===== config.mk =====
export PLATFORM = sky130hd
export DESIGN_NAME = skew_hd_gen
export DESIGN_NICKNAME = d
export VERILOG_FILES = /design/src/rtl/skew_pkg.sv /design/src/rtl/skew_ref_counter.sv /design/src/rtl/skew_bin_filter.sv /design/src/rtl/skew_sync_out.sv /design/src/rtl/skew_hd_gen.sv
export SDC_FILE = /design/constraint.sdc
export NUM_CORES = 1
export LEC_CHECK = 0
export BUFFER_PORTS_ARGS = -buffer_cell sky130_fd_sc_hd__buf_2
export CAP_MARGIN = 20
export CORE_MARGIN = 2
export CORE_UTILIZATION = 45
export DETAILED_ROUTE_END_ITERATION = 12
export PLACE_DENSITY_LB_ADDON = 0.2
export SLEW_MARGIN = 20
export SYNTH_ARGS = -nofsm -noshare
export SYNTH_HDL_FRONTEND = slang
export SYNTH_SLANG_ARGS = --single-unit

===== constraint.sdc =====
create_clock -name clk -period 12.5 [get_ports clk]
set_input_delay 1.25 -clock clk [delete_from_list [all_inputs] [get_ports clk]]
set_output_delay 1.25 -clock clk [all_outputs]
set_load 0.03 [all_outputs]

===== src/rtl/skew_pkg.sv =====
package skew_pkg;

  // Signed distance of a reference phase from the line origin.
  function automatic int phase_err(input int ph, input int line);
    return (ph < line / 2) ? ph : ph - line;
  endfunction

  // Nearest fifth-of-line (or generic) bin, rounding at the half bin.
  function automatic int bin_of(input int ph, input int bin, input int nbins);
    return ((ph + bin / 2) / bin) % nbins;
  endfunction

  // Bounded correction per detected edge.
  function automatic int clamp_step(input int e, input int lim);
    if (e > lim) return lim;
    if (e < -lim) return -lim;
    return e;
  endfunction

  // Modular add inside one line.
  function automatic int wrap_add(input int v, input int d, input int line);
    int t;
    t = v + d;
    if (t < 0) t = t + line;
    else if (t >= line) t = t - line;
    return t;
  endfunction

endpackage


===== src/rtl/skew_ref_counter.sv =====
module skew_ref_counter #(
  parameter int LINE_CLKS = 910,
  parameter int BIN_CLKS  = 182,
  parameter int MAX_STEP  = 16,
  parameter int CW        = $clog2(LINE_CLKS)
) (
  input  logic          clk,
  input  logic          rst_n,
  input  logic          det,
  output logic [CW-1:0] ref_cnt,
  output logic          wrap,
  output logic          steer
);
  localparam int LAST = LINE_CLKS - 1;

  int err;
  int step;
  int nxt;

  always_comb begin
    err   = skew_pkg::phase_err(int'(ref_cnt), LINE_CLKS);
    step  = skew_pkg::clamp_step(err, MAX_STEP);
    steer = det && (err < BIN_CLKS / 2) && (err > -(BIN_CLKS / 2));
    wrap  = (int'(ref_cnt) == LAST);
    if (steer) nxt = skew_pkg::wrap_add(int'(ref_cnt), 1 - step, LINE_CLKS);
    else       nxt = skew_pkg::wrap_add(int'(ref_cnt), 1, LINE_CLKS);
  end

  always_ff @(posedge clk or negedge rst_n) begin
    if (!rst_n) ref_cnt <= '0;
    else        ref_cnt <= CW'(nxt);
  end

  a_r1_in_range: assert property (@(posedge clk) disable iff (!rst_n)
    int'(ref_cnt) < LINE_CLKS);
  a_r1_free_advance: assert property (@(posedge clk) disable iff (!rst_n)
    (!steer && int'(ref_cnt) != LAST) |=> int'(ref_cnt) == int'($past(ref_cnt)) + 1);
  a_r1_free_wrap: assert property (@(posedge clk) disable iff (!rst_n)
    (!steer && int'(ref_cnt) == LAST) |=> ref_cnt == '0);

endmodule


===== src/rtl/skew_bin_filter.sv =====
module skew_bin_filter #(
  parameter int NUM_BINS   = 5,
  parameter int LOSS_LINES = 2,
  parameter int BW         = $clog2(NUM_BINS),
  parameter int MW         = $clog2(LOSS_LINES + 1)
) (
  input  logic          clk,
  input  logic          rst_n,
  input  logic          skew_en,
  input  logic          det,
  input  logic [BW-1:0] bin,
  input  logic          wrap,
  input  logic          pv_act,
  output logic [BW-1:0] skew_code,
  output logic          skew_vld
);
  logic [BW-1:0] cand;
  logic          cand_v;
  logic          seen;
  logic [MW-1:0] miss;
  logic          confirm;
  logic          lost;

  assign confirm = det && cand_v && (cand == bin);
  assign lost    = wrap && !seen && !det && !pv_act && (int'(miss) + 1 == LOSS_LINES);

  always_ff @(posedge clk or negedge rst_n) begin
    if (!rst_n) begin
      skew_code <= '0;
      skew_vld  <= 1'b0;
      cand      <= '0;
      cand_v    <= 1'b0;
      seen      <= 1'b0;
      miss      <= '0;
    end else if (!skew_en) begin
      skew_code <= '0;
      skew_vld  <= 1'b0;
      cand_v    <= 1'b0;
      seen      <= 1'b0;
      miss      <= '0;
    end else begin
      skew_vld <= confirm;
      if (confirm) skew_code <= bin;
      if (det) begin
        cand   <= bin;
        cand_v <= 1'b1;
      end
      if (wrap) begin
        seen <= 1'b0;
        if (seen || det) miss <= '0;
        else if (!pv_act) begin
          if (lost) begin
            miss      <= '0;
            skew_code <= '0;
            cand_v    <= 1'b0;
          end else begin
            miss <= miss + 1'b1;
          end
        end
      end else if (det) begin
        seen <= 1'b1;
      end
    end
  end

  a_r3_code_range: assert property (@(posedge clk) disable iff (!rst_n)
    int'(skew_code) < NUM_BINS);
  a_r4_vld_after_det: assert property (@(posedge clk) disable iff (!rst_n)
    skew_vld |-> $past(det));
  a_r5_mask_quiet: assert property (@(posedge clk) disable iff (!rst_n)
    skew_vld |-> !$past(pv_act));
  a_r8_disabled_zero: assert property (@(posedge clk) disable iff (!rst_n)
    !skew_en |=> (skew_code == '0 && !skew_vld));

endmodule


===== src/rtl/skew_sync_out.sv =====
module skew_sync_out #(
  parameter int SYNC_DLY = 8
) (
  input  logic clk,
  input  logic rst_n,
  input  logic csync_in,
  input  logic hd,
  input  logic pv_act,
  input  logic skew_en,
  input  logic sync_sel,
  output logic sync_out
);
  logic [SYNC_DLY-1:0] dly;

  always_ff @(posedge clk or negedge rst_n) begin
    if (!rst_n) dly[0] <= 1'b0;
    else        dly[0] <= csync_in;
  end

  for (genvar i = 1; i < SYNC_DLY; i++) begin : g_dly
    always_ff @(posedge clk or negedge rst_n) begin
      if (!rst_n) dly[i] <= 1'b0;
      else        dly[i] <= dly[i-1];
    end
  end

  assign sync_out = skew_en ? (hd | (sync_sel & pv_act)) : dly[SYNC_DLY-1];

  a_r7_hd_passes: assert property (@(posedge clk) disable iff (!rst_n)
    (skew_en && hd) |-> sync_out);

endmodule


===== src/rtl/skew_hd_gen.sv =====
module skew_hd_gen #(
  parameter int LINE_CLKS  = 910,
  parameter int NUM_BINS   = 5,
  parameter int BIN_CLKS   = LINE_CLKS / NUM_BINS,
  parameter int MAX_STEP   = 16,
  parameter int HD_CLKS    = 63,
  parameter int SYNC_DLY   = 8,
  parameter int LOSS_LINES = 2,
  parameter int CW         = $clog2(LINE_CLKS),
  parameter int BW         = $clog2(NUM_BINS)
) (
  input  logic          clk,
  input  logic          rst_n,
  input  logic          csync_in,
  input  logic          pv_in,
  input  logic          pv_pol,
  input  logic          skew_en,
  input  logic          sync_sel,
  output logic [BW-1:0] skew_code,
  output logic          skew_vld,
  output logic          sync_out
);
  logic          csync_d;
  logic          rise;
  logic          pv_act;
  logic          det;
  logic [CW-1:0] ref_cnt;
  logic          wrap;
  logic          steer;
  logic [BW-1:0] bin;
  logic          hd;

  always_ff @(posedge clk or negedge rst_n) begin
    if (!rst_n) csync_d <= 1'b0;
    else        csync_d <= csync_in;
  end

  assign rise   = csync_in & ~csync_d;
  assign pv_act = pv_in ^ pv_pol;
  assign det    = rise & skew_en & ~pv_act;
  assign bin    = BW'(skew_pkg::bin_of(int'(ref_cnt), BIN_CLKS, NUM_BINS));
  assign hd     = (int'(ref_cnt) < HD_CLKS);

  skew_ref_counter #(
    .LINE_CLKS(LINE_CLKS), .BIN_CLKS(BIN_CLKS), .MAX_STEP(MAX_STEP), .CW(CW)
  ) u_ref (
    .clk(clk), .rst_n(rst_n), .det(det),
    .ref_cnt(ref_cnt), .wrap(wrap), .steer(steer)
  );

  skew_bin_filter #(
    .NUM_BINS(NUM_BINS), .LOSS_LINES(LOSS_LINES), .BW(BW)
  ) u_filt (
    .clk(clk), .rst_n(rst_n), .skew_en(skew_en), .det(det), .bin(bin),
    .wrap(wrap), .pv_act(pv_act), .skew_code(skew_code), .skew_vld(skew_vld)
  );

  skew_sync_out #(.SYNC_DLY(SYNC_DLY)) u_out (
    .clk(clk), .rst_n(rst_n), .csync_in(csync_in), .hd(hd), .pv_act(pv_act),
    .skew_en(skew_en), .sync_sel(sync_sel), .sync_out(sync_out)
  );

  a_r5_no_steer_masked: assert property (@(posedge clk) disable iff (!rst_n)
    pv_act |-> !steer);
  a_r9_edge_only: assert property (@(posedge clk) disable iff (!rst_n)
    $past(csync_in) |-> !steer);

endmodule


# Word-level counts from Yosys, hierarchy flattened
# Cells that the tools add are included.
[op_classes] add_sub_neg=11 multipliers=0 div=2 order_cmp=10 eq_ne=6 shifts=0 mux=35 bitwise_logic=8 reduce_logical=14
[ops] operator="32-bit 2-to-1 mux" count=4
[ops] operator="10-bit 2-to-1 mux" count=5
[ops] operator="11-bit by 32-bit adder with 32-bit output" count=1
[ops] operator="32-bit by 9-bit divider with 32-bit output, second input constant" count=1
[ops] operator="32-bit by 3-bit == test with 1-bit output, second input constant" count=1
[ops] operator="32-bit by 11-bit >= comparator with 1-bit output, second input constant" count=1
[ops] operator="32-bit by 6-bit > comparator with 1-bit output, second input constant" count=1
[ops] operator="32-bit by 8-bit > comparator with 1-bit output, second input constant" count=1
[ops] operator="32-bit by 1-bit < comparator with 1-bit output, second input constant" count=1
[ops] operator="32-bit by 5-bit < comparator with 1-bit output, second input constant" count=1
[ops] operator="32-bit by 8-bit < comparator with 1-bit output, second input constant" count=1
[ops] operator="32-bit by 4-bit remainder unit with 32-bit output, second input constant" count=1
[ops] operator="2-bit by 32-bit subtractor with 32-bit output, first input constant" count=1
[ops] operator="10-bit by 8-bit adder with 10-bit output, second input constant" count=2
[ops] operator="10-bit by 8-bit subtractor with 10-bit output, second input constant" count=2
[ops] operator="3-bit 2-to-1 mux" count=6
[ops] operator="1-bit 2-to-1 mux" count=14
[ops] operator="10-bit by 1-bit adder with 11-bit output, second input constant" count=1
[ops] operator="10-bit by 7-bit adder with 11-bit output, second input constant" count=1
[ops] operator="11-bit by 10-bit >= comparator with 1-bit output, second input constant" count=1
[ops] operator="11-bit by 1-bit < comparator with 1-bit output, second input constant" count=1
[ops] operator="10-bit by 10-bit subtractor with 11-bit output, second input constant" count=1
[ops] operator="10-bit by 8-bit == test with 1-bit output, second input constant" count=1
[ops] operator="10-bit by 6-bit < comparator with 1-bit output, second input constant" count=1
[ops] operator="17 further kinds" count=35
[totals] regBits=29 latchBits=0 ramBits=0 rom_bits=0 input_bits=7 out_inout_bits=5 memories=0

# Longest topological paths before layout
[depth] ltp_word=13 depth_mapped=34 ltp_nobuf=31

# By module
# A second synthesis with hierarchy kept.
[hier_totals] cells_unflattened=618 area_unflattened_um2=4879.7
[by_module_without_submodules] mod="skew_ref_counter" instances=1 cells_each=354 area_each_um2=2771.4 seq_area_each_um2=250.2
[by_module_without_submodules] mod="skew_hd_gen" instances=1 cells_each=207 area_each_um2=1340.0 seq_area_each_um2=25.0
[by_module_without_submodules] mod="skew_bin_filter" instances=1 cells_each=46 area_each_um2=554.3 seq_area_each_um2=275.3
[by_module_without_submodules] mod="skew_sync_out" instances=1 cells_each=11 area_each_um2=214.0 seq_area_each_um2=200.2

# Worst setup path after synthesis
# Ideal clock, no wire load.
[synth_timing] kind="reg2reg" from="register u_ref.ref_cnt[3]" to="register u_ref.ref_cnt[9]" setup_time_ns=0.147 arrival_ns=5.863 required_time_ns=12.353 path_slack_ns=6.490 stages_incl_launch_ff=34 n_path_buf=3 synth_period_minus_slack_ns=6.010 cell_sequence="dfrtp_1 > buf_2 > buf_1 > a21oi_1 > nand2_1 > a31oi_1 > nor3_1 > xnor2_1 > nor2_1 > nand2_1 > o22ai_1 > and2_1 > ha_1 > inv_1 > ha_1 > fa_1 > a21o_1 > a21oi_1 > o21bai_1 > a21oi_1 > o21bai_1 > a21oi_1 > o21bai_1 > a21oi_1 > o21bai_1 > ha_1 > nor4bb_1 > nand4_1 > a31oi_1 > and3_1 > clkbuf_1 > o41ai_1 > xnor2_1 > o21ai_0"
[synth_rtl] item="from (decl)" line="skew_ref_counter.sv:10" source="output logic [CW-1:0] ref_cnt,"
[synth_rtl] item="from (signal assigned)" line="skew_ref_counter.sv:31" source="else ref_cnt <= CW'(nxt);"

==> flow_metrics.py <==
metrics = {
    "clock_network": {
        "cts_setup_buffers": 0,
        "tritoncts": "built",
        "postCtsHoldBufs": 0,
        "clkTransAtPathRegs_ns": 0.06,
        "root_buffer": "clkbuf_8",
        "numCtsBuffers": 5,
        "cts_resized": 0,
        "cts.sinks": 29,
        "htree_levels": 2,
        "clk_path_buf_depth": 2,
        "clk_latency_ns": 0.27,
    },
    "synth": {
        "async_flop_share_pct": 100,
        "syn_area_um2": 4140,
        "synth_top_cell_area_share_pct": 17.5,
        "ys.flop_type": "dfrtp_1",
        "ys_types": 79,
        "syn-instance-count": 529,
        "synth_seq_area_share_pct": 17.5,
        "synth_edf_count": 0,
        "synth_area_per_cell_um2": 7.83,
        "ys_ff_latch": 29,
        "synth_nets": 581,
        "synth_top_area_cell": "dfrtp_1",
        "yosysWarnings": 0,
        "synthTopCellsByArea": "dfrtp_1, ha_1, xnor2_1, nand2_1, o21ai_0",
    },
    "floorplanning": {
        "io_pins": 12,
        "core_um2": 9060,
        "initial_utilization_pct": 45.7,
        "die_h_um": 100,
        "die_width_um": 100,
        "dieArea_um2": 9990,
        "floorplan.rows": 35,
    },
    "drt": {
        "remaining_drc_errors": 0,
        "drt_iter0_drc": 250,
        "antenna_left": 0,
        "wl_per_cell_um": 16.4,
        "routed_wirelength_um": 10500,
        "vias": 3884,
        "dr.pass1.iters": 5,
        "via_per_inst": 6.08,
    },
    "layout": {
        "synthToLayoutAreaGrowth_pct": 4.71,
        "drive_above_1_share_pct": 8.33,
        "fin_nets": 579,
        "filler_cell_count": 897,
        "mostFrequentLayoutCell": "nand2_1",
        "layout_common_cells": "nand2_1, ha_1, xnor2_1, o21ai_0, nor2_1",
        "diodes": 0,
        "stdcell_count": 639,
    },
    "sta": {
        "hold_viol_final": 0,
        "slew_viol_final": 0,
        "setup-tns-final_ns": 0,
        "post-route-min-period_ns": 7.04,
        "rsz0062_at_grt": "false",
        "setup_violations": 0,
        "final.period_utilization_pct": 56.4,
        "relSlewSlack_pct": 30.5,
        "whs_ns": 0.351,
        "fmax_mhz": 142,
        "clock_skew_ns": 0.00677,
        "worstMarginPinSlew_ns": 1.03,
    },
    "grt": {
        "grtUsageTotal_pct": 21.9,
        "antenna_found_initial": 0,
        "grt_max_degree": 30,
        "grt_pass1_vias": 3726,
        "grt_overflow_total": 0,
        "grt_pass1_wl_um": 17900,
    },
    "place": {
        "placed_cells": 631,
        "port_buffers": 11,
        "place.gp.congestion": 0.901,
        "hpwlAfterDp_um": 7930,
    },
    "worst_setup_path": {
        "crit_fanout": 18,
        "required_ns": 12.71,
        "cpMostUsedCell": "a21oi_1",
        "crit_type": "reg -> reg",
        "cp.arrival_ns": 7.26,
        "reg2reg_slack_ns": 5.46,
        "max_stage_delay_ns": 0.60,
        "critPathSlowestCell": "dfrtp_1",
        "critPathCaptureType": "flip-flop",
        "setup.worst_path.start_class": "flip-flop",
    },
    "worst_hold_path": {
        "hold_path.class": "reg -> reg",
    },
    "job": {
        "cap_violations": 0,
    },
    "run_status": {
        "outcome": "finished, final reports clean",
    },
}
==> Yosys cell counts, drive strengths merged (3+ instances only) <==
| cell type | instances |
|---|---|
| a2111oi | 3 |
| a211oi | 4 |
| a21o | 11 |
| a21oi | 28 |
| a31o | 3 |
| a31oi | 10 |
| and2 | 10 |
| and3 | 4 |
| buf | 12 |
| clkbuf | 11 |
| dfrtp | 29 |
| ha | 44 |
| inv | 29 |
| mux2 | 6 |
| mux2i | 6 |
| nand2 | 54 |
| nand2b | 5 |
| nand3 | 29 |
| nand4 | 11 |
| nor2 | 31 |
| nor2b | 5 |
| nor3 | 16 |
| o211ai | 8 |
| o21a | 5 |
| o21ai | 34 |
| o21bai | 8 |
| o221ai | 3 |
| o22ai | 4 |
| o311ai | 3 |
| o31a | 4 |
| o31ai | 7 |
| o32ai | 3 |
| o41ai | 4 |
| or2 | 3 |
| or3 | 6 |
| xnor2 | 36 |
| xor2 | 11 |
==> metal layers <==
metal | vias to the layer above | GRT usage (%) | routed length, µm
met4 | 0 | 8.43 | 322
met2 | 101 | 35.9 | 4870
met5 | - | 0 | 0
li1 | 1955 | - | -
met3 | 26 | 2.58 | 394
met1 | 1802 | 29.5 | 4910
==> state kept, by name, summed over array words and instances, names as in the netlist <==
| signal | cells |
|---|---|
| u_filt.seen | 1 |
| u_filt.skew_code | 3 |
| u_ref.ref_cnt | 10 |
| u_filt.cand | 3 |
| u_filt.miss | 2 |
| u_out.dly | 8 |
| u_filt.cand_v | 1 |
| u_filt.skew_vld | 1 |
==> cell type report <==
type / instances / area (µm²) / area share [%]
clock buffers: 6 / 72.6 / 1.67
flip-flops and latches: 29 / 726 / 16.7
repair buffers: 14 / 77.6 / 1.79
multi-input cells: 447 / 3200 / 73.8
well taps: 111 / 139 / 3.20
inverters: 30 / 113 / 2.60
clock inverters: 2 / 10.0 / 0.231
==> worst max-delay path: cells and delay by family, from the launching register on <==
kind                     cells  cell delay [ns]
AO/OA/AOI/OAI               15             2.92
adder cells (fa/ha/maj)      5             1.70
AND/OR/NAND/NOR              9             1.35
flip-flops                   1             0.60
XOR/XNOR                     1             0.33
buffers and inverters        1             0.04
==> logic make-up after synthesis <==
kind of cell / Yosys count / synth area share [%]
adders and majority gates: 45 / 13.8
AOI/OAI and AO/OA: 158 / 27.7
buffers and inverters: 53 / 5.22
xor gates and xnor gates: 48 / 10.5
and+or+nand+nor: 184 / 22.1
muxes: 12 / 3.17
DFF: 29 / 17.5
==> per-stage QoR <==
| stage | instance area (µm²) | setup WS, ns | util (%) |
|---|---|---|---|
| 2_1_floorplan | 4140 | 6.49 | - |
| 3_3_place_gp | 4260 | 5.78 | 46.9 |
| 3_5_place_dp | 4260 | 5.49 | 46.9 |
| 4_1_cts | 4340 | 5.48 | 47.9 |
| 5_1_grt | 4340 | 4.84 | 47.9 |
| 6_report | 4340 | 5.46 | 47.9 |
==> worst paths after layout <==
path	cells past startpoint	start	to
worst min-delay path	0	u_out.dly[4]	u_out.dly[5]
worst max-delay path	31	u_ref.ref_cnt[0]	u_ref.ref_cnt[2]
min in group asynchronous	1	rst_n	u_filt.skew_code[2]
worst max register to register	31	u_ref.ref_cnt[0]	u_ref.ref_cnt[2]
max in group asynchronous	1	rst_n	u_out.dly[4]
worst min register to register	0	u_out.dly[4]	u_out.dly[5]
Power is not shown: default switching activity piles up to over one toggle a cycle in this logic, so the estimate is an artifact.
